File: config.mk
export PLATFORM = sky130hd
export DESIGN_NAME = sp_bank
export DESIGN_NICKNAME = d
export VERILOG_FILES = /design/src/rtl/sp_bank.sv
export SDC_FILE = /design/constraint.sdc
export NUM_CORES = 1
export LEC_CHECK = 0
export BUFFER_PORTS_ARGS = -buffer_cell sky130_fd_sc_hd__buf_2
export CORE_MARGIN = 2
export CORE_UTILIZATION = 50
export CTS_BUF_LIST = sky130_fd_sc_hd__clkbuf_8
export CTS_CLUSTER_DIAMETER = 80
export CTS_CLUSTER_SIZE = 28
export DETAILED_ROUTE_END_ITERATION = 7
export MAX_ROUTING_LAYER = met4
export PLACE_DENSITY_LB_ADDON = 0.12
export SYNTH_ARGS = -nofsm -noshare
export SYNTH_HDL_FRONTEND = slang
export SYNTH_SLANG_ARGS = --single-unit
File: constraint.sdc
create_clock -name clk -period 2.8 [get_ports clk]
set_input_delay 0.28 -clock clk [delete_from_list [all_inputs] [get_ports clk]]
set_output_delay 0.28 -clock clk [all_outputs]
set_load 0.01 [all_outputs]
File: src/rtl/sp_bank.sv
module sp_bank #(
  parameter int DW         = 32,
  parameter int HAS_MASTER = 1,
  parameter int ALT_MODE   = 0
) (
  input  logic          clk,
  input  logic          rst_n,
  input  logic          sr_wr,
  input  logic [15:0]   sr_wdata,
  output logic [15:0]   sr_q,
  input  logic          cacr_wr,
  input  logic          cacr_eusp,
  input  logic          a7_wr,
  input  logic [DW-1:0] a7_wdata,
  output logic [DW-1:0] a7,
  input  logic          ctl_req,
  input  logic          ctl_write,
  input  logic [1:0]    ctl_sel,
  input  logic [DW-1:0] ctl_wdata,
  output logic [DW-1:0] ctl_rdata,
  output logic          ctl_illegal,
  output logic [1:0]    active_slot
);
  localparam logic [1:0]  SLOT_USR = 2'd0;
  localparam logic [1:0]  SLOT_SUP = 2'd1;
  localparam logic [1:0]  SLOT_INT = 2'd2;
  localparam logic [15:0] SR_KEEP  = 16'hFFE0;
  localparam logic [15:0] SR_RST   = 16'h2000;
  localparam int          S_BIT    = 13;
  localparam int          M_BIT    = 12;
  localparam bit          SPLIT    = (HAS_MASTER != 0) && (ALT_MODE == 0);

  function automatic logic [1:0] pick(input logic [15:0] s, input logic e);
    if (ALT_MODE != 0)       return (s[S_BIT] && e) ? SLOT_SUP : SLOT_USR;
    else if (!s[S_BIT])      return SLOT_USR;
    else if (HAS_MASTER == 0) return SLOT_SUP;
    else                     return s[M_BIT] ? SLOT_SUP : SLOT_INT;
  endfunction

  localparam logic [1:0] RST_SLOT = pick(SR_RST, 1'b0);

  logic [15:0]   sr_r, sr_n;
  logic          eusp_r, eusp_n;
  logic [DW-1:0] a7_r, a7_pre;
  logic [1:0]    cur_q, new_slot;
  logic [DW-1:0] slot_q [3];
  logic          swap, ctl_legal, ctl_wr_ok, ctl_hits_cur;
  logic [DW-1:0] slot_rd;

  assign sr_n      = sr_wr ? (sr_wdata & SR_KEEP) : sr_r;
  assign eusp_n    = cacr_wr ? cacr_eusp : eusp_r;
  assign new_slot  = pick(sr_n, eusp_n);
  assign swap      = sr_wr | cacr_wr;
  assign a7_pre    = a7_wr ? a7_wdata : a7_r;

  assign ctl_legal    = (ctl_sel == SLOT_USR) ||
                        (SPLIT && (ctl_sel == SLOT_SUP || ctl_sel == SLOT_INT));
  assign ctl_illegal  = ctl_req & ~ctl_legal;
  assign ctl_wr_ok    = ctl_req & ctl_write & ctl_legal;
  assign ctl_hits_cur = (ctl_sel == cur_q);

  always_comb begin
    case (ctl_sel)
      SLOT_USR: slot_rd = slot_q[0];
      SLOT_SUP: slot_rd = slot_q[1];
      SLOT_INT: slot_rd = slot_q[2];
      default:  slot_rd = '0;
    endcase
  end

  assign ctl_rdata   = (ctl_req && ctl_legal) ? (ctl_hits_cur ? a7_r : slot_rd) : '0;
  assign sr_q        = sr_r;
  assign a7          = a7_r;
  assign active_slot = cur_q;

  always_ff @(posedge clk) begin
    if (!rst_n) begin
      sr_r   <= SR_RST;
      eusp_r <= 1'b0;
      a7_r   <= '0;
      cur_q  <= RST_SLOT;
      for (int i = 0; i < 3; i++) slot_q[i] <= '0;
    end else begin
      sr_r   <= sr_n;
      eusp_r <= eusp_n;
      if (swap) begin
        slot_q[cur_q] <= a7_pre;
        cur_q         <= new_slot;
        a7_r          <= (new_slot == cur_q) ? a7_pre : slot_q[new_slot];
      end else if (ctl_wr_ok) begin
        slot_q[ctl_sel] <= ctl_wdata;
        if (ctl_hits_cur) a7_r <= ctl_wdata;
        else if (a7_wr)   a7_r <= a7_wdata;
      end else if (a7_wr) begin
        a7_r <= a7_wdata;
      end
    end
  end
endmodule


==> insert_results.sql <==
INSERT INTO impl_metrics (metric_group, metric, value, unit) VALUES
('placed_design', 'gpl.final_weighted_congestion', '0.802', ''),
('timing', 'totalNegativeSetupSlack', '0', 'ps'),
('timing', 'rsz0062_at_grt', 'false', ''),
('timing', 'maxClockFrequency', '381', 'MHz'),
('status', 'outcome', 'finished, final reports clean', ''),
('critical_path', 'cp_data_arrival_time', '2350', 'ps'),
('logic_synthesis', 'ys_types', '44', ''),
('logic_synthesis', 'synth_area_leaders', 'edfxtp_1, mux2i_1, dfxtp_1, nor2_1, and2_1', ''),
('finish', 'num-nets-final', '1106', ''),
('power_and_ir_drop', 'internal_power', '3.55', 'mW'),
('logic_synthesis', 'post_synth_inst_count', '874', ''),
('power_and_ir_drop', 'seqPwrFrac', '48.9', '%'),
('logic_synthesis', 'post_syn_area_per_cell', '9.74', 'um^2'),
('timing', 'hold_viol_final', '0', ''),
('die', 'design.core.area', '16600', 'um^2'),
('critical_path', 'critical-path-top-delay-family', 'compound AO/OA/AOI/OAI gates', ''),
('grt', 'grt.total_usage', '28.8', '%'),
('grt', 'antenna_violations_before_repair', '0', ''),
('finish', 'antenna_cells_inserted', '0', ''),
('critical_path', 'cp-start-kind', 'flop', ''),
('grt', 'grt_util_met1', '36.3', '%'),
('finish', 'total_area_of_multi_input_combinational_cells', '4370', 'um^2'),
('die', 'floorplan.die.width', '134', 'um'),
('critical_path', 'cp_max_fo', '20', ''),
('logic_synthesis', 'yosys_register_bits', '141', ''),
('cts', 'path_clk_slew', '70', 'ps'),
('routing', 'route.detailed.vias_per_inst', '5.85', ''),
('placed_design', 'pre_cts_ws', '444', 'ps'),
('logic_synthesis', 'synth_top_cell_by_area', 'edfxtp_1', ''),
('grt', 'grt.met3_usage', '4.95', '%'),
('finish', 'area.sequential', '3780', 'um^2'),
('worst_hold_path', 'min-delay-path-class', 'input port to flop', ''),
('power_and_ir_drop', 'pwr-share-clk', '28.8', '%'),
('finish', 'fin_area', '9920', 'um^2'),
('flow_run', 'drv.max_cap_violation_count', '0', ''),
('logic_synthesis', 'synth_sequential_area_ratio', '44.5', '%'),
('critical_path', 'crit_path_cell_trace', 'xor2_1 > o21a_1 > buf_4 > o21ai_0 > a21oi_1 > buf_2', ''),
('cts', 'total_clock_buffers_created_by_cts', '17', ''),
('routing', 'drt_drc_violations_left', '0', ''),
('power_and_ir_drop', 'power.density', '515', 'nW/um^2'),
('cts', 'clock_root_buffer', 'clkbuf_8', ''),
('cts', 'clk_latency', '450', 'ps'),
('grt', 'largest_net_degree_at_the_start_of_global_routing', '41', ''),
('cts', 'cts_tree', 'done', ''),
('power_and_ir_drop', 'power.share.switching', '30.6', '%'),
('routing', 'route.final.wire_length', '24900', 'um'),
('die', 'fp.dieArea', '18100', 'um^2'),
('routing', 'drt_pre_antenna_iters', '4', ''),
('logic_synthesis', 'yosys.area.top_type_share', '33.9', '%'),
('logic_synthesis', 'syn-cell-area', '8510', 'um^2'),
('timing', 'slew_headroom', '57.6', '%'),
('routing', 'drt-initial-drc-count', '550', ''),
('die', 'die_height', '134', 'um'),
('timing', 'timing_max_transition_violations_final', '0', ''),
('timing', 'finalHoldWorstSlack', '63.7', 'ps'),
('timing', 'report.final.setup_viol', '0', ''),
('critical_path', 'worst_ep_required_time', '2520', 'ps'),
('critical_path', 'crit_buf_inv', '2', ''),
('placed_design', 'dpl.hpwl', '15700', 'um'),
('grt', 'global_route.peak_usage_layer', 'met2', ''),
('timing', 'post-route-period-util', '93.8', '%'),
('timing', 'clock-skew-final', '12.5', 'ps'),
('die', 'floorplan.io_pins', '173', ''),
('routing', 'detail_route.wl_per_cell', '19.9', 'um'),
('timing', 'worst-slew-pin-transition', '636', 'ps'),
('power_and_ir_drop', 'switching_power', '1.57', 'mW'),
('power_and_ir_drop', 'worst_ir_drop_vdd', '0.354', 'mV'),
('routing', 'ant_nets', '0', ''),
('critical_path', 'max_stage_delay', '520', 'ps'),
('critical_path', 'worstSetupEndpointType', 'output port', ''),
('finish', 'post_route_cells_drive_above_1_share', '26.9', '%');
synthesized netlist by cell type (all sizes together):
| master | number |
|---|---|
| a211o | 1 |
| a211oi | 1 |
| a21oi | 34 |
| a221o | 1 |
| a22oi | 1 |
| and2 | 66 |
| and3 | 1 |
| and3b | 2 |
| buf | 45 |
| clkbuf | 35 |
| conb | 1 |
| dfxtp | 45 |
| edfxtp | 96 |
| inv | 2 |
| mux2 | 33 |
| mux2i | 138 |
| nand2 | 39 |
| nand2b | 1 |
| nand3 | 2 |
| nand3b | 2 |
| nand4 | 3 |
| nand4b | 1 |
| nor2 | 176 |
| nor2b | 1 |
| nor3 | 1 |
| nor3b | 1 |
| o21a | 1 |
| o21ai | 69 |
| o21bai | 1 |
| o221ai | 32 |
| o31ai | 33 |
| o32a | 1 |
| o32ai | 1 |
| o41ai | 1 |
| or2 | 2 |
| or3b | 1 |
| or4b | 1 |
| xor2 | 2 |
through the flow:
stage,utilization [%],instances
floorplan,-,878
global placement,57.7,1217
detailed placement,57.7,1217
CTS,59.8,1249
global route,59.8,1249
finish,59.8,1249
final cells by class:
cell class                 count  area share (%)
multi-input combinational    655            44.1
sequential                   141            38.1
timing repair buffer         199            11.5
tap                          220            2.77
clock buffer                  18            2.50
clock inverter                14           0.933
inverter                       2          0.0757
layout by cell type, fill, tap and decap left out, drive strengths merged, types with 2 or more instances in the layout:
cell type  instances
o221ai            32
nand3              2
mux2              33
a21oi             34
conb               5
buf              199
inv                9
o31ai             33
mux2i            138
nor2             176
and3b              2
nand4              3
dfxtp             45
and2              66
edfxtp            96
nand2             39
or2                2
clkinv             5
o21ai             69
nand3b             2
clkbuf            18
xor2               2
power groups by stage:
stage / Clock [mW] / Sequential, mW / Combinational (mW)
after global placement: 0 / 2.54 / 1.12
final: 1.47 / 2.50 / 1.14
after floorplan: 0 / 2.56 / 0.692
after detailed placement: 0 / 2.54 / 1.13
after global routing: 1.56 / 2.52 / 1.24
after CTS: 1.49 / 2.50 / 1.14
layer usage:
layer  vias to the layer above  wire [um]
met5                         -          0
met4                         0        548
met3                        45       1970
met2                       335      11800
met1                      3493      10600
li1                       3428          -
cells by family (layout without fill, tap and decap cells):
group	after synthesis	count (layout)	synth area share (%)
AND/OR/NAND/NOR	300	300	16.3
AO/OA/AOI/OAI	177	177	13.4
multiplexers	171	171	20.6
flip-flops	141	141	44.5
buffers and inverters	82	233	5.00
XOR/XNOR	2	2	0.206
other	1	5	0.0441
final timing paths:
kind                         to  slack (ps)  cells after the start      startpoint
setup reg to reg          a7[2]         630                      5        sr_q[12]
hold / removal         sr_q[15]          60                      3    sr_wdata[15]
hold reg to reg         sr_q[6]         500                      2         sr_q[6]
setup / recovery  ctl_rdata[31]         170                      6  active_slot[0]
registers in the layout (all words and copies together), names as in the netlist:
name / count
sr_q: 11
slot_q: 96
active_slot: 2
a7: 32
repair_timing:
item	CTS	global route
setup buffers	0	0
setup endpoints to repair	2	1
resized for setup	1	1
tightest hold or removal path, delay by kind of cell:
family / cells / cell delay (ps)
multiplexers: 1 / 50
AND/OR/NAND/NOR: 1 / 70
buffers and inverters: 1 / 70
No activity file was read; power rests on OpenSTA's default activity.
